--- src/rtl/csa_pkg.sv ---
`timescale 1ns/1ps
package csa_pkg;
  // Width of the low part when a part of width w is split.
  function automatic int low_width(input int w);
    return w / 2;
  endfunction

  // Width of the high part when a part of width w is split.
  function automatic int high_width(input int w);
    return w - (w / 2);
  endfunction

  // Narrowest part that is still split further.
  localparam int MIN_SPLIT_WIDTH = 4;
endpackage

--- src/rtl/csa_bit_cell.sv ---
`timescale 1ns/1ps
module csa_bit_cell (
  input  logic x,
  input  logic y,
  input  logic c_in,
  output logic s,
  output logic c_out
);
  logic half_s;
  logic half_c;

  // Two half-adder stages.
  always_comb begin
    half_s = x ^ y;
    half_c = x & y;
    s      = half_s ^ c_in;
    c_out  = half_c | (half_s & c_in);
  end

  always_comb begin
    AST_CELL_COUNT: assert ({c_out, s} == (2'(x) + 2'(y) + 2'(c_in)))
      else $error("bit cell disagrees with its input count");
  end
endmodule

--- src/rtl/csa_ripple.sv ---
`timescale 1ns/1ps
module csa_ripple #(
  parameter int W = 8
) (
  input  logic [W-1:0] x,
  input  logic [W-1:0] y,
  input  logic         c_in,
  output logic [W-1:0] s,
  output logic         c_out
);
  logic [W:0] chain;
  logic [W:0] total_chk;

  assign chain[0] = c_in;

  // Carry chain: each cell's carry-out feeds the next higher cell.
  for (genvar i = 0; i < W; i++) begin : g_cell
    csa_bit_cell u_cell (
      .x    (x[i]),
      .y    (y[i]),
      .c_in (chain[i]),
      .s    (s[i]),
      .c_out(chain[i+1])
    );
  end

  assign c_out = chain[W];

  always_comb begin
    total_chk = {1'b0, x} + {1'b0, y} + {{W{1'b0}}, c_in};
    AST_RIPPLE_TOTAL: assert ({c_out, s} == total_chk)
      else $error("ripple leaf total mismatch");
  end
endmodule

--- src/rtl/csa_stage.sv ---
`timescale 1ns/1ps
module csa_stage #(
  parameter int W      = 16,
  parameter int LEVELS = 1
) (
  input  logic [W-1:0] x,
  input  logic [W-1:0] y,
  input  logic         c_in,
  output logic [W-1:0] s,
  output logic         c_out
);
  import csa_pkg::*;

  if (LEVELS == 0 || W < MIN_SPLIT_WIDTH) begin : g_leaf
    csa_ripple #(.W(W)) u_leaf (
      .x    (x),
      .y    (y),
      .c_in (c_in),
      .s    (s),
      .c_out(c_out)
    );
  end else begin : g_split
    localparam int LO = low_width(W);
    localparam int HI = high_width(W);

    logic [LO-1:0] lo_s;
    logic          lo_c;
    logic [HI-1:0] hi0_s;
    logic          hi0_c;
    logic [HI-1:0] hi1_s;
    logic          hi1_c;

    // Low part.
    csa_stage #(.W(LO), .LEVELS(LEVELS-1)) u_low (
      .x    (x[LO-1:0]),
      .y    (y[LO-1:0]),
      .c_in (c_in),
      .s    (lo_s),
      .c_out(lo_c)
    );

    // High part, copy that assumes no incoming carry.
    csa_stage #(.W(HI), .LEVELS(LEVELS-1)) u_high_c0 (
      .x    (x[W-1:LO]),
      .y    (y[W-1:LO]),
      .c_in (1'b0),
      .s    (hi0_s),
      .c_out(hi0_c)
    );

    // High part, copy that assumes an incoming carry.
    csa_stage #(.W(HI), .LEVELS(LEVELS-1)) u_high_c1 (
      .x    (x[W-1:LO]),
      .y    (y[W-1:LO]),
      .c_in (1'b1),
      .s    (hi1_s),
      .c_out(hi1_c)
    );

    // The low carry picks one high result and its carry-out.
    always_comb begin
      s[LO-1:0] = lo_s;
      if (lo_c) begin
        s[W-1:LO] = hi1_s;
        c_out     = hi1_c;
      end else begin
        s[W-1:LO] = hi0_s;
        c_out     = hi0_c;
      end
    end

    always_comb begin
      AST_SPEC_PAIR_STEP: assert ({hi1_c, hi1_s} == ({hi0_c, hi0_s} + (HI+1)'(1)))
        else $error("high copies do not differ by one");
    end
  end
endmodule

--- src/rtl/carry_select_adder.sv ---
`timescale 1ns/1ps
module carry_select_adder #(
  parameter int WIDTH  = 32,
  parameter int LEVELS = 1
) (
  input  logic [WIDTH-1:0] op_a,
  input  logic [WIDTH-1:0] op_b,
  input  logic             carry_in,
  output logic [WIDTH-1:0] sum,
  output logic             carry_out
);
  localparam int TOTAL_W = WIDTH + 1;

  logic [TOTAL_W-1:0] total_chk;

  csa_stage #(.W(WIDTH), .LEVELS(LEVELS)) u_root (
    .x    (op_a),
    .y    (op_b),
    .c_in (carry_in),
    .s    (sum),
    .c_out(carry_out)
  );

  always_comb begin
    total_chk = {1'b0, op_a} + {1'b0, op_b} + {{WIDTH{1'b0}}, carry_in};
    AST_TOTAL_MATCH: assert ({carry_out, sum} == total_chk)
      else $error("adder total mismatch");
  end
endmodule

--- config.mk ---
export PLATFORM = sky130hd
export DESIGN_NAME = carry_select_adder
export DESIGN_NICKNAME = d
export VERILOG_FILES = /design/src/rtl/csa_pkg.sv /design/src/rtl/csa_bit_cell.sv /design/src/rtl/csa_ripple.sv /design/src/rtl/csa_stage.sv /design/src/rtl/carry_select_adder.sv
export SDC_FILE = /design/constraint.sdc
export NUM_CORES = 1
export LEC_CHECK = 0
export BUFFER_PORTS_ARGS = -buffer_cell sky130_fd_sc_hd__buf_2
export CORE_AREA = 2 2 56 58
export DETAILED_ROUTE_END_ITERATION = 16
export DIE_AREA = 0 0 58 60
export PLACE_DENSITY_LB_ADDON = 0.15
export SYNTH_ARGS = -nofsm -noshare
export SYNTH_HDL_FRONTEND = slang
export SYNTH_SLANG_ARGS = --single-unit
--- constraint.sdc ---
create_clock -name vclk -period 18.9
set_input_delay 2.835 -clock vclk [all_inputs]
set_output_delay 2.835 -clock vclk [all_outputs]
set_load 0.005 [all_outputs]
==> results of run 1 <==
logic make-up (layout without fill, tap and decap cells):
group | count (synthesis) | after routing | share of synthesized area, %
buf+inv | 29 | 111 | 20.3
fa+ha+maj | 33 | 33 | 77.5
mux | 1 | 1 | 1.20
xor+xnor | 1 | 1 | 1.05
cells in the mapped netlist, drive strengths merged:
master and instances:
buf 16, fa 31, ha 2, inv 13, mux2i 1, xor2 1
worst max-delay path, delay by kind of cell:
family,cells,cell delay [ps]
buffers and inverters,6,440
muxes,1,160
adders and majority gates,31,11920
final timing paths:
kind	slack, ps	startpoint	endpoint
min	6000	op_b[13]	sum[13]
max	700	op_a[0]	sum[31]
layer usage:
layer  GRT usage, %  routed length (um)  part of all wire [%]
met2           20.8                1040                    54
met1           11.4                 593                    31
met3           3.25                 281                    15
met4              0                   0                     0
met5              0                   0                     0
power by group:
group | total [W] | internal, W | switching (W)
sequential | 0 | 0 | 0
clock | 0 | 0 | 0
combinational | 0.0000393 | 0.0000213 | 0.0000180
total | 0.0000393 | 0.0000213 | 0.0000180
through the flow:
stage	hold WS, ps	cell area, um2	total power, W	std cells	utilization [%]
3_3_place_gp	6000	1240	0.0000392	179	42.9
6_report	6000	1240	0.0000393	179	42.9
3_5_place_dp	6000	1240	0.0000405	179	42.9
2_1_floorplan	5820	833	0.0000258	64	-
5_1_grt	6020	1240	0.0000451	179	42.9
4_1_cts	6000	1240	0.0000407	179	42.9
layout make-up:
cell class,instances,area (um2),area share [%]
Inverter,13,48.8,3.92
Multi-Input combinational cell,35,664,53.4
Tap cell,33,41.3,3.32
Timing Repair Buffer,98,490,39.4
==> impl_metrics.csv, run 1 <==
group,metric,value,unit
floorplanning,rows,20,
global_routing,first_global_vias,787,
finish,mostFrequentLayoutCells,"buf_2 (98), fa_1 (31), inv_1 (13), ha_1 (2)",
worst_hold_path,worstHoldPathType,"in2out",
global_routing,antenna_found_initial,0,
finish,nFillCells,296,
status,status,"complete, no violations",
route,firstDrtPassIters,4,
route,ant_nets,0,
flow_run,max-cap-violations,0,
floorplanning,fp.dieH,60,um
sta,period_minus_slack,18200,ps
sta,fin_tns_setup,0,ps
sta,final_hold_viol_count,0,
logic_synthesis,synth_top_area_share,74.5,%
sta,max_slew_margin,88.7,%
finish,nClkBuffers,0,
placed_design,hpwl,1990,um
route,vias_per_cell,4.09,
logic_synthesis,netlist_area,833,um2
route,wire_per_inst,10.7,um
global_routing,grt_max_degree,3,
finish,final_common_cell,"buf_2",
global_routing,grt_remaining_overflow,0,
sta,worstMarginPinSlew,165,ps
critical_path,arrival,15370,ps
floorplanning,placeableCoreArea,2900,um2
floorplanning,start_util,28.7,%
critical_path,path_class,"in2out",
route,vias,733,
logic_synthesis,synth_top_cell_by_area,"fa_1",
critical_path,crit_fanout,2,
critical_path,worstSetupEndpointType,"output port",
sta,period_share,96.3,%
worst_hold_path,min_path_cells,3,
finish,design.seq.count,0,
clocking,postCtsSetupRepairBufs,0,
power_and_ir_drop,leakagePower,0.704,nW
sta,drv_slew,0,
finish,drive_gt1_share,67.1,%
logic_synthesis,synthTopCellsByArea,"fa_1 (74%), buf_4 (14%), inv_1 (5.9%)",
power_and_ir_drop,peakVddDrop,16.9,uV
floorplanning,die_area,3480,um2
logic_synthesis,syn_nets,162,
finish,antenna_cells,0,
logic_synthesis,synth_cells,64,
global_routing,gr-usage-all-layers,10.4,%
finish,nNetsFinal,246,
critical_path,critPathSlowestCell,"fa_1",
route,route.detailed.drc,0,
finish,area_growth,49.4,%
route,wl,1910,um
critical_path,cp-start-kind,"input port",
clocking,hold_buffers,0,
sta,fmaxAchievable,0.0549,GHz
logic_synthesis,synth-seq-area-share,0,%
floorplanning,ioPinCount,98,
logic_synthesis,yosys_warnings,0,
sta,rsz0062_at_grt,"false",
logic_synthesis,syn_area_per_cell,13.0,um2
placed_design,pre_cts_ws,659,ps
floorplanning,die_x,58,um
route,drtIter0Drc,3,
finish,regArea,0,um2
sta,setup_viol,0,
critical_path,crit_top_cell,"fa_1",
critical_path,crit_required,16070,ps
critical_path,slowest_delay,430,ps
power_and_ir_drop,p_per_area,31.5,nW/um2
placed_design,gp_congestion,0.728,
logic_synthesis,synth_cell_types,6,
placed_design,portBuffers,98,
global_routing,grt_pass1_wl,2910,um
clocking,ctsResizeCount,0,
sta,final.setup.worst_slack,695,ps
Power figures use the tool's default switching activity.
==> run 2: changes to the inputs <==
--- a/config.mk
+++ b/config.mk
@@ -5,11 +5,11 @@
 export SDC_FILE = /design/constraint.sdc
 export NUM_CORES = 1
 export LEC_CHECK = 0
-export BUFFER_PORTS_ARGS = -buffer_cell sky130_fd_sc_hd__buf_2
+export BUFFER_PORTS_ARGS = -buffer_cell sky130_fd_sc_hd__buf_4
 export CORE_AREA = 2 2 56 58
 export DETAILED_ROUTE_END_ITERATION = 16
 export DIE_AREA = 0 0 58 60
-export PLACE_DENSITY_LB_ADDON = 0.15
+export PLACE_DENSITY = 0.76
 export SYNTH_ARGS = -nofsm -noshare
 export SYNTH_HDL_FRONTEND = slang
 export SYNTH_SLANG_ARGS = --single-unit
==> impl_metrics.csv, run 2 (same netlist as run 1, synthesis figures left out) <==
group,metric,value,unit
sta,drv_slew,0,
placed_design,portBuffers,98,
sta,worstMarginPinSlew,153,ps
route,top_layer_used,"met3",
route,dr_wl_met2,990,um
floorplanning,ioPinCount,98,
finish,area_growth,78.8,%
floorplanning,die_area,3480,um2
route,firstDrtPassIters,2,
power_and_ir_drop,power_frac_comb,100.0,%
sta,fin_tns_setup,0,ps
power_and_ir_drop,peakVddDrop,22.9,uV
finish,design.seq.count,0,
placed_design,gp_congestion,0.725,
global_routing,grt_pass1_wl,3220,um
clocking,postCtsSetupRepairBufs,0,
route,ant_nets,0,
global_routing,first_global_vias,775,
power_and_ir_drop,p_int,0.0000332,W
route,dr_wl_met3,463,um
sta,setup_viol,0,
floorplanning,die_x,58,um
critical_path,cp-start-kind,"input port",
critical_path,crit_fanout,2,
finish,final_common_cell,"buf_4",
clocking,ctsResizeCount,0,
power_and_ir_drop,p_per_area,35.4,nW/um2
sta,final_hold_viol_count,0,
sta,rsz0062_at_grt,"false",
power_and_ir_drop,leakagePower,0.790,nW
global_routing,gr-usage-all-layers,11.9,%
finish,nClkBuffers,0,
critical_path,path_buf_inv,6,
global_routing,grt_max_degree,3,
route,route.detailed.drc,0,
finish,nNetsFinal,246,
sta,period_share,97.1,%
finish,nFillCells,255,
critical_path,arrival,15510,ps
finish,utilization,51.3,%
power_and_ir_drop,p_seq_share,0,%
floorplanning,placeableCoreArea,2900,um2
route,drtIter0Drc,1,
critical_path,path_class,"in2out",
finish,regArea,0,um2
global_routing,antenna_found_initial,0,
route,wl_met1,684,um
sta,period_minus_slack,18340,ps
critical_path,worstSetupEndpointType,"output port",
finish,drive_gt1_share,67.1,%
floorplanning,rows,20,
floorplanning,fp.dieH,60,um
route,wire_per_inst,11.9,um
finish,antenna_cells,0,
sta,fmaxAchievable,0.0545,GHz
power_and_ir_drop,power_switching,0.0000195,W
clocking,hold_buffers,0,
route,vias_per_cell,4.21,
status,status,"complete, no violations",
floorplanning,start_util,28.7,%
critical_path,crit_required,16070,ps
sta,max_slew_margin,89.5,%
critical_path,crit_top_cell,"fa_1",
critical_path,critPathSlowestCell,"fa_1",
critical_path,slowest_delay,440,ps
placed_design,hpwl,2160,um
route,vias,753,
power_and_ir_drop,p_clk_share,0,%
power_and_ir_drop,netSwitchingFraction,37.0,%
finish,mostFrequentLayoutCells,"buf_4 (98), fa_1 (31), inv_1 (13), ha_1 (2)",
global_routing,grt_remaining_overflow,0,
worst_hold_path,worstHoldPathType,"in2out",
flow_run,max-cap-violations,0,
critical_path,crit_family,"adder cells",
route,wl,2140,um
run 2: worst paths after layout:
| check | endpoint | slack, ps | depth (start not counted) | start |
|---|---|---|---|---|
| worst max-delay path | sum[31] | 560 | 38 | op_a[0] |
| worst min-delay path | sum[1] | 6000 | 3 | op_b[1] |
run 2: final cells by class:
cell class,instances,area (um2),share of cell area (%)
inverters,13,48.8,3.27
multi-input cells,35,664,44.6
well taps,33,41.3,2.77
repair buffers,98,736,49.4
run 2: power groups by stage:
stage | Sequential, W | Clock, W | Combinational (W)
floorplan | 0 | 0 | 0.0000258
global route | 0 | 0 | 0.0000590
global placement | 0 | 0 | 0.0000527
detailed placement | 0 | 0 | 0.0000542
CTS | 0 | 0 | 0.0000544
finish | 0 | 0 | 0.0000528
run 2: tightest hold or removal path: stages:
cell,delay (ps)
buf_4,90
fa_1,140
buf_4,100
run 2: metrics by stage:
| stage | setup WS [ps] | cell area, um2 | hold WS (ps) | total power [W] | std cells |
|---|---|---|---|---|---|
| 6_report | 556 | 1490 | 6000 | 0.0000528 | 179 |
| 5_1_grt | 151 | 1490 | 6010 | 0.0000590 | 179 |
| 4_1_cts | 476 | 1490 | 6000 | 0.0000544 | 179 |
| 3_5_place_dp | 521 | 1490 | 6000 | 0.0000542 | 179 |
| 3_3_place_gp | 739 | 1490 | 6000 | 0.0000527 | 179 |
| 2_1_floorplan | 1290 | 833 | 5820 | 0.0000258 | 64 |
run 2: per-layer routing:
metal | vias to the layer above | track usage [%]
li1 | 329 | -
met5 | - | 0
met4 | 0 | 0
met1 | 340 | 14.6
met3 | 0 | 4.55
met2 | 84 | 21.3
